**config.mk**
```make
export PLATFORM = sky130hd
export DESIGN_NAME = hiccup_ctrl
export DESIGN_NICKNAME = d
export VERILOG_FILES = /design/src/rtl/hiccup_pkg.sv /design/src/rtl/hiccup_persist.sv /design/src/rtl/hiccup_timer.sv /design/src/rtl/hiccup_seq.sv /design/src/rtl/hiccup_ctrl.sv
export SDC_FILE = /design/constraint.sdc
export NUM_CORES = 1
export LEC_CHECK = 0
export ABC_AREA = 1
export BUFFER_PORTS_ARGS = -buffer_cell sky130_fd_sc_hd__buf_4
export CORE_MARGIN = 1.5
export CORE_UTILIZATION = 52
export CTS_CLUSTER_DIAMETER = 100
export CTS_CLUSTER_SIZE = 12
export DETAILED_ROUTE_END_ITERATION = 10
export PLACE_DENSITY = 0.77
export SYNTH_ARGS = -nofsm -noshare
export SYNTH_HDL_FRONTEND = slang
export SYNTH_SLANG_ARGS = --single-unit
```
**constraint.sdc**
```tcl
create_clock -name clk -period 2.17 [get_ports clk]
set_clock_uncertainty 0.2 [all_clocks]
set_input_delay 0.217 -clock clk [delete_from_list [all_inputs] [get_ports clk]]
set_output_delay 0.217 -clock clk [all_outputs]
set_load 0.01 [all_outputs]
```
**src/rtl/hiccup_pkg.sv**
```systemverilog
package hiccup_pkg;
    typedef enum logic [1:0] {
        PH_SOFT  = 2'd0,
        PH_RUN   = 2'd1,
        PH_SLEEP = 2'd2
    } phase_e;
endpackage

```
**src/rtl/hiccup_persist.sv**
```systemverilog
// Up/down persistence counter of faulty switching periods.
module hiccup_persist #(
    parameter int CNT_W = 8
) (
    input  logic             clk,
    input  logic             rst_n,
    input  logic             strobe,
    input  logic             ilim,
    input  logic             count_en,
    input  logic             drain_en,
    input  logic             clear,
    output logic [CNT_W-1:0] cnt
);
    localparam logic [CNT_W-1:0] CNT_MAX = {CNT_W{1'b1}};
    localparam logic [CNT_W-1:0] ONE     = CNT_W'(1);

    typedef struct packed {
        logic             seen;
        logic [CNT_W-1:0] cnt;
    } pers_t;

    pers_t st_d, st_q;
    logic  event_w;

    always_comb begin
        st_d    = st_q;
        event_w = st_q.seen | ilim;
        if (count_en) begin
            st_d.seen = strobe ? 1'b0 : event_w;
        end else begin
            st_d.seen = 1'b0;
        end
        if (strobe) begin
            if (count_en) begin
                if (event_w) begin
                    if (st_q.cnt != CNT_MAX) st_d.cnt = st_q.cnt + ONE;
                end else if (st_q.cnt != '0) begin
                    st_d.cnt = st_q.cnt - ONE;
                end
            end else if (drain_en) begin
                if (st_q.cnt != '0) st_d.cnt = st_q.cnt - ONE;
            end
        end
        if (clear) st_d.cnt = '0;
    end

    always_ff @(posedge clk or negedge rst_n) begin
        if (!rst_n) st_q <= '0;
        else        st_q <= st_d;
    end

    assign cnt = st_q.cnt;
endmodule

```
**src/rtl/hiccup_timer.sv**
```systemverilog
// Sleep down-counter of clock ticks, loaded on sleep entry.
module hiccup_timer #(
    parameter int TMR_W = 16
) (
    input  logic             clk,
    input  logic             rst_n,
    input  logic             load,
    input  logic [TMR_W-1:0] load_val,
    output logic             zero
);
    localparam logic [TMR_W-1:0] ONE = TMR_W'(1);

    typedef struct packed {
        logic [TMR_W-1:0] ticks;
    } tmr_t;

    tmr_t st_d, st_q;

    always_comb begin
        st_d = st_q;
        if (load) begin
            st_d.ticks = load_val;
        end else if (st_q.ticks != '0) begin
            st_d.ticks = st_q.ticks - ONE;
        end
    end

    always_ff @(posedge clk or negedge rst_n) begin
        if (!rst_n) st_q <= '0;
        else        st_q <= st_d;
    end

    assign zero = (st_q.ticks == '0);
endmodule

```
**src/rtl/hiccup_seq.sv**
```systemverilog
// Phase sequencer: RUN -> SLEEP -> SOFTSTART -> RUN.
module hiccup_seq #(
    parameter int CNT_W = 8,
    parameter int SS_W  = 8
) (
    input  logic               clk,
    input  logic               rst_n,
    input  logic               strobe,
    input  logic               bypass,
    input  logic [CNT_W-1:0]   cnt,
    input  logic [CNT_W-1:0]   trip_level,
    input  logic [CNT_W-1:0]   wake_level,
    input  logic [SS_W-1:0]    ss_cycles,
    input  logic               tmr_zero,
    output hiccup_pkg::phase_e phase,
    output logic               enter_sleep,
    output logic               enter_soft,
    output logic               ss_release
);
    import hiccup_pkg::*;

    typedef struct packed {
        phase_e          ph;
        logic [SS_W-1:0] ss;
        logic            rel;
    } seq_t;

    seq_t          st_d, st_q;
    logic [SS_W:0] ss_next;

    always_comb begin
        st_d        = st_q;
        st_d.rel    = 1'b0;
        ss_next     = {1'b0, st_q.ss} + {{SS_W{1'b0}}, 1'b1};
        enter_sleep = !bypass && (st_q.ph != PH_SLEEP)
                      && (cnt != '0) && (cnt >= trip_level);
        enter_soft  = (st_q.ph == PH_SLEEP) && tmr_zero && (cnt <= wake_level);

        if (enter_sleep) begin
            st_d.ph = PH_SLEEP;
            st_d.ss = '0;
        end else begin
            unique case (st_q.ph)
                PH_SLEEP: begin
                    if (enter_soft) begin
                        st_d.ph  = PH_SOFT;
                        st_d.ss  = '0;
                        st_d.rel = 1'b1;
                    end
                end
                PH_SOFT: begin
                    if (strobe) begin
                        if (ss_next >= {1'b0, ss_cycles}) begin
                            st_d.ph = PH_RUN;
                            st_d.ss = '0;
                        end else begin
                            st_d.ss = ss_next[SS_W-1:0];
                        end
                    end
                end
                default: st_d.ph = PH_RUN;
            endcase
        end
    end

    always_ff @(posedge clk or negedge rst_n) begin
        if (!rst_n) begin
            st_q.ph  <= PH_SOFT;
            st_q.ss  <= '0;
            st_q.rel <= 1'b0;
        end else begin
            st_q <= st_d;
        end
    end

    assign phase      = st_q.ph;
    assign ss_release = st_q.rel;
endmodule

```
**src/rtl/hiccup_ctrl.sv**
```systemverilog
module hiccup_ctrl #(
    parameter int CNT_W = 8,
    parameter int TMR_W = 16,
    parameter int SS_W  = 8
) (
    input  logic             clk,
    input  logic             rst_n,
    input  logic             cyc_strobe,
    input  logic             ilim_flag,
    input  logic             hiccup_bypass,
    input  logic [CNT_W-1:0] trip_level,
    input  logic [CNT_W-1:0] wake_level,
    input  logic [TMR_W-1:0] sleep_ticks,
    input  logic [SS_W-1:0]  ss_cycles,
    output logic             cyc_term,
    output logic             pwm_en,
    output logic             ss_reset,
    output logic             ss_release,
    output logic [1:0]       phase
);
    import hiccup_pkg::*;

    phase_e           ph_w;
    logic             enter_sleep;
    logic             enter_soft;
    logic             tmr_zero;
    logic             sleeping;
    logic [CNT_W-1:0] persist_cnt;

    assign sleeping = (ph_w == PH_SLEEP);

    hiccup_persist #(.CNT_W(CNT_W)) u_persist (
        .clk      (clk),
        .rst_n    (rst_n),
        .strobe   (cyc_strobe),
        .ilim     (ilim_flag),
        .count_en (!sleeping && !hiccup_bypass),
        .drain_en (sleeping),
        .clear    (enter_soft || hiccup_bypass),
        .cnt      (persist_cnt)
    );

    hiccup_timer #(.TMR_W(TMR_W)) u_timer (
        .clk      (clk),
        .rst_n    (rst_n),
        .load     (enter_sleep),
        .load_val (sleep_ticks),
        .zero     (tmr_zero)
    );

    hiccup_seq #(.CNT_W(CNT_W), .SS_W(SS_W)) u_seq (
        .clk         (clk),
        .rst_n       (rst_n),
        .strobe      (cyc_strobe),
        .bypass      (hiccup_bypass),
        .cnt         (persist_cnt),
        .trip_level  (trip_level),
        .wake_level  (wake_level),
        .ss_cycles   (ss_cycles),
        .tmr_zero    (tmr_zero),
        .phase       (ph_w),
        .enter_sleep (enter_sleep),
        .enter_soft  (enter_soft),
        .ss_release  (ss_release)
    );

    assign pwm_en   = !sleeping;
    assign ss_reset = sleeping;
    assign cyc_term = ilim_flag && !sleeping;
    assign phase    = ph_w;
endmodule

```
# After elaboration in Yosys (flattened, before gate mapping)
# Cells that the tools add are included.
[word_totals]
register_bits = 36
elab_cells = 62
[op_classes]
n_addsub = 4
order_cmp = 3
n_eq_ne = 7
n_mux = 20
bitwise = 1
n_reduce_logical = 21
[op_table]
columns = ["cell", "n"]
rows = [
  ["8-bit two-way mux", 8],
  ["16-bit two-way mux", 2],
  ["10-bit two-way mux", 2],
  ["16-bit logical NOT", 1],
  ["8-bit one-hot mux with 2 select lines", 1],
  ["16-bit nonzero test", 1],
  ["16-bit by 1-bit subtractor with 16-bit output, second input constant", 1],
  ["11-bit two-way mux", 1],
  ["8-bit by 1-bit adder with 9-bit output, second input constant", 1],
  ["9-bit by 8-bit >= comparator with 1-bit output", 1],
  ["3-bit AND reduction", 3],
  ["8-bit by 1-bit adder with 8-bit output, second input constant", 1],
  ["8-bit >= comparator", 1],
  ["8-bit less-or-equal comparator", 1],
  ["8-bit inequality test, second input constant", 1],
  ["8-bit nonzero test", 1],
  ["8-bit by 1-bit subtractor with 8-bit output, second input constant", 1],
  ["1-bit logical AND", 7],
  ["3-bit inequality test, second input constant", 2],
  ["3-bit nonzero test", 2],
  ["1-bit two-way mux", 4],
  ["4-bit inequality test, second input constant", 1],
  ["2-bit one-hot mux with 2 select lines", 1],
  ["2-bit nonzero test", 2],
  ["8 further kinds", 9],
]

# Longest topological paths before layout
[depth]
depth_word = 6
depth_mapped = 16
depth_no_buf = 16

# Modules after synthesis
# A second synthesis with hierarchy kept.
[unflattened]
cells_unflattened = 547
area_unflattened_um2 = 3594.7
[by_module_without_submodules]
columns = ["mod", "instances", "cells_per_inst", "area_per_inst_um2", "seq_area_each_um2"]
rows = [
  ["hiccup_seq", 1, 229, 1501.4, 275.3],
  ["hiccup_timer", 1, 167, 1184.9, 400.4],
  ["hiccup_persist", 1, 144, 877.1, 225.2],
  ["hiccup_ctrl", 1, 7, 31.3, 0.0],
]

# Worst setup path after synthesis
# Ideal clock, no wire load.
[synth_timing]
kind = "register to register"
startpoint = "reg u_seq.st_q[1] (netlist name)"
endpoint = "reg u_seq.st_q[3] (netlist name)"
arrival_ns = 1.996
setup_slack_ns = -0.091
stages_incl_launch_ff = 14
path_buffers = 0
period_less_slack_ns = 2.261
path_cell_list = "dfrtp_1 > ha_1 > and3_1 > a31o_2 > nand2_1 > inv_1 > ha_1 > a21oi_1 > nand2_1 > nand2_1 > nand3_4 > nor2_8 > nand2_1 > nand2_1"
[synth_via]
elab_chain_len = 6
[synth_lines]
columns = ["element", "line", "rtl"]
rows = [
  ["start, declared", "hiccup_seq.sv:28", "seq_t st_d, st_q;"],
  ["start signal, assigned", "hiccup_seq.sv:72", "st_q <= st_d;"],
  ["8-bit by 1-bit adder with 9-bit output *", "hiccup_seq.sv:34", "ss_next = {1'b0, st_q.ss} + {{SS_W{1'b0}}, 1'b1};"],
  ["9-bit by 8-bit >= comparator with 1-bit output", "hiccup_seq.sv:53", "if (ss_next >= {1'b0, ss_cycles}) begin"],
  ["8-bit two-way mux *", "hiccup_seq.sv:53", ""],
  ["10-bit two-way mux *", "hiccup_seq.sv:52", "if (strobe) begin"],
  ["8-bit one-hot mux with 2 select lines *", "hiccup_seq.sv:43", "unique case (st_q.ph)"],
  ["10-bit two-way mux *", "hiccup_seq.sv:39", "if (enter_sleep) begin"],
]
# Every way passes the cells marked *; elsewhere a longest branch is shown, timed or not. The select of a mux whose other input is x is not followed.
# A chain may end at the register's enable or synchronous reset.

# Worst setup path after layout
[layout_timing]
startpoint = "reg u_seq.st_q[1] (netlist name)"
endpoint = "reg u_seq.st_q[8] (netlist name)"
# The elaborated chain is that of the path after synthesis.

==> flow_summary_export.csv <==
group,metric,value,unit
worst_setup_path,cp.arrival,2.33,ns
grt,grt_pass1_vias,2796,
clock_network,clk_pin_slew_worst_paths,0.07,ns
final_layout,final_common_cell,"nand2_1",
timing,relSlewSlack,68.4,%
final_layout,final_cell_mix,"93 x nand2_1, 70 x buf_4, 60 x inv_1",
floorplanning,die_x,80.1,um
logic_synthesis,syn_area,0.00309,mm^2
final_layout,layout.nets,569,
worst_setup_path,r2r_setup_slack,-0.13,ns
timing,tightest_slew,0.473,ns
logic_synthesis,async_reset_ff_share,100,%
floorplanning,coreArea,0.00561,mm^2
timing,hold_viol,0,
timing,setup_viol,10,
run_status,violations,"negative setup slack",
placement,hpwl,5.27,mm
pwr,p_comb_share,59.8,%
grt,grt_pass1_wl,12.5,mm
timing,final_max_slew_viol_count,0,
pwr,seq_power_share,26.6,%
clock_network,htree_levels,2,
worst_setup_path,r2r.worst_path.cells,14,
worst_setup_path,timing.rr.start,"u_seq.st_q[1]",
pwr,irDropWorstVdd,587,uV
clock_network,cts.sinks,36,
logic_synthesis,syn_inst,407,
floorplanning,io_pins,51,
pwr,p_per_area,1100,mW/mm^2
routing,vias_per_cell,5.14,
routing,via_count,2918,
floorplanning,dieArea,0.00642,mm^2
timing,rsz0062_at_grt,"true",
pwr,fin_total_pwr,4.40,mW
placement,dpl.cell_count,539,
worst_setup_path,path_class,"register to register",
placement,port_buffers,50,
timing,fin_crit,2.30,ns
final_layout,drive_above_1_share,27.2,%
routing,drt-total-wl,7.29,mm
timing,fin_ws,-0.126,ns
pwr,p_clk_share,13.6,%
routing,drt_pre_antenna_iters,5,
final_layout,stdcell_count,568,
worst_setup_path,crit_path_start_kind,"register",
clock_network,clk_latency,0.30,ns
logic_synthesis,ys.flop_type,"dfrtp_1",
final_layout,fillers,468,
routing,wl_per_cell,12.8,um
worst_hold_path,worstHoldStart,"hiccup_bypass",
floorplanning,initial_core_util,55.1,%
floorplanning,num_rows,27,
logic_synthesis,ys_types,40,
timing,max_freq,0.435,GHz
grt,grt_use_total,25.3,%
logic_synthesis,synth_warnings,0,
run_status,status,"complete, but fails checks",
grt,grt_max_degree,37,
logic_synthesis,ys_seq_area_share,29.1,%
pwr,p_leak,2.16,nW
logic_synthesis,synth_edf_count,0,
clock_network,clk_path_buf_depth,2,
grt,grt_overflow,0,
pwr,power_switching,2.02,mW
worst_setup_path,required,2.21,ns
placement,gp_congestion,0.894,
routing,ant_nets,0,
clock_network,cts_root_buf,"clkbuf_8",
pwr,intPower,2.38,mW
clock_network,cts_tree,"built",
timing,period_share,106,%
routing,route.detailed.drc,0,
worst_hold_path,whs_endpoint,"u_persist.cnt[2]",
worst_hold_path,hold_depth,4,
worst_setup_path,crit_fanout,7,
logic_synthesis,synth_seq_cells,36,
logic_synthesis,synth.avg_cell_area,7.60,um^2
worst_hold_path,min_path_type,"primary input to register",
pwr,switching_share,45.9,%
clock_network,cts_made_buffers,5,
floorplanning,die_y,80.1,um
grt,antenna_found_initial,0,
routing,initialDrtViolationCount,200,
logic_synthesis,synthesis.nets,481,
worst_setup_path,reg2reg_to,"u_seq.st_q[8]",
final_layout,syn_to_final_growth,29.6,%
final_layout,antennaDiodeCount,0,
job,drv_cap,0,
worst_setup_path,end_kind,"register",
## layer usage
metal | track usage (%) | share of wire (%) | vias up
li1 | - | - | 1480
met1 | 31.9 | 44 | 1344
met2 | 43.8 | 50 | 80
met3 | 4.43 | 4.9 | 14
met4 | 7.93 | 1.6 | 0
met5 | 0 | 0 | -
## flip-flops by register name (all words and copies together), names as in the netlist
signal	flops
u_persist.cnt	8
u_seq.ss_release	1
u_persist.st_q	1
u_seq.st_q	8
u_timer.st_q	16
u_seq.phase	2
## cells in the mapped netlist, types with 2 or more instances
cell,count,area (um^2)
nand2_1,96,360
inv_1,61,229
dfrtp_1,36,901
ha_1,29,363
nor2_1,27,101
nand3_1,23,115
xor2_1,21,184
a21oi_1,15,75.1
nand4_1,11,68.8
o21ai_1,10,50.1
nand2_2,8,50.1
inv_2,7,26.3
xnor2_1,6,52.6
buf_4,5,37.5
nor2_2,5,31.3
nor2_4,4,45.0
o22ai_1,4,25.0
o31ai_2,4,50.1
nand2_4,3,33.8
nand3b_1,3,22.5
nor3_1,3,15.0
o21a_1,3,22.5
o21ai_0,3,15.0
nand3_2,2,20.0
nand3_4,2,35.0
nor3_2,2,20.0
## how the worst max path moves through the flow
stage | start | endpoint | cells after the start
after global placement | u_seq.st_q[2] | u_seq.st_q[6] | 16
after detailed placement | u_seq.st_q[2] | u_seq.st_q[4] | 13
after floorplan | u_seq.st_q[1] | u_seq.st_q[3] | 15
final | u_seq.st_q[1] | u_seq.st_q[8] | 14
after CTS | u_seq.st_q[1] | u_seq.st_q[8] | 14
after global routing | u_seq.st_q[2] | u_seq.st_q[4] | 16
## power by group through the flow
stage	logic [mW]	clock network [mW]	registers, mW
2_1_floorplan	1.93	0	1.15
3_3_place_gp	2.43	0	1.16
3_5_place_dp	2.52	0	1.17
4_1_cts	2.61	0.603	1.16
5_1_grt	2.97	0.641	1.20
6_report	2.63	0.600	1.17
## cell families after synthesis
kind of cell               after synthesis  share of synthesized area (%)
adders and majority gates               29                           11.7
and+or+nand+nor                        195                           31.8
xor gates and xnor gates                27                           7.65
buffers and inverters                   76                           10.2
DFF                                     36                           29.1
AOI/OAI and AO/OA                       44                           9.43
## critical path: stages (launching register included)
cell     delay [ns]
dfrtp_1        0.41
ha_2           0.22
and3_4         0.19
xnor2_2        0.14
inv_1          0.10
ha_4           0.22
a21oi_1        0.12
nand2_1        0.07
nand2_1        0.05
nand2_1        0.07
nand2_2        0.09
nand3_4        0.10
nor2_8         0.14
nand2_1        0.07
nand2_1        0.06
## layout make-up
type	count	area (um^2)	area share (%)
multi-input cells	295	1940	48.4
flip-flops and latches	36	902	22.5
repair buffers	88	706	17.6
inverters	69	262	6.53
well taps	72	90.1	2.25
clock buffers	6	72.6	1.81
clock inverters	2	35.0	0.874
## timing repair
action	4_1_cts	5_1_grt
hold buffers	18	0
setup endpoints to repair	11	33
hold endpoints to repair	53	0
pin swaps	8	0
buffers inserted	2	1
gates resized for setup	7	3
## per-stage QoR
stage | utilization (%) | cell area (um^2) | setup slack (ns) | setup TNS [ns] | hold WS [ns]
4_1_cts | 71.2 | 3990 | -0.105 | -0.729 | 0.137
2_1_floorplan | - | 3100 | -0.0198 | -0.131 | -0.279
3_3_place_gp | 64.9 | 3640 | -0.102 | -0.696 | 0.00699
5_1_grt | 71.4 | 4010 | -0.303 | -4.24 | 0.146
6_report | 71.4 | 4010 | -0.126 | -0.915 | 0.141
3_5_place_dp | 64.9 | 3640 | -0.191 | -1.41 | 0.00645
Power figures use the tool's default switching activity.
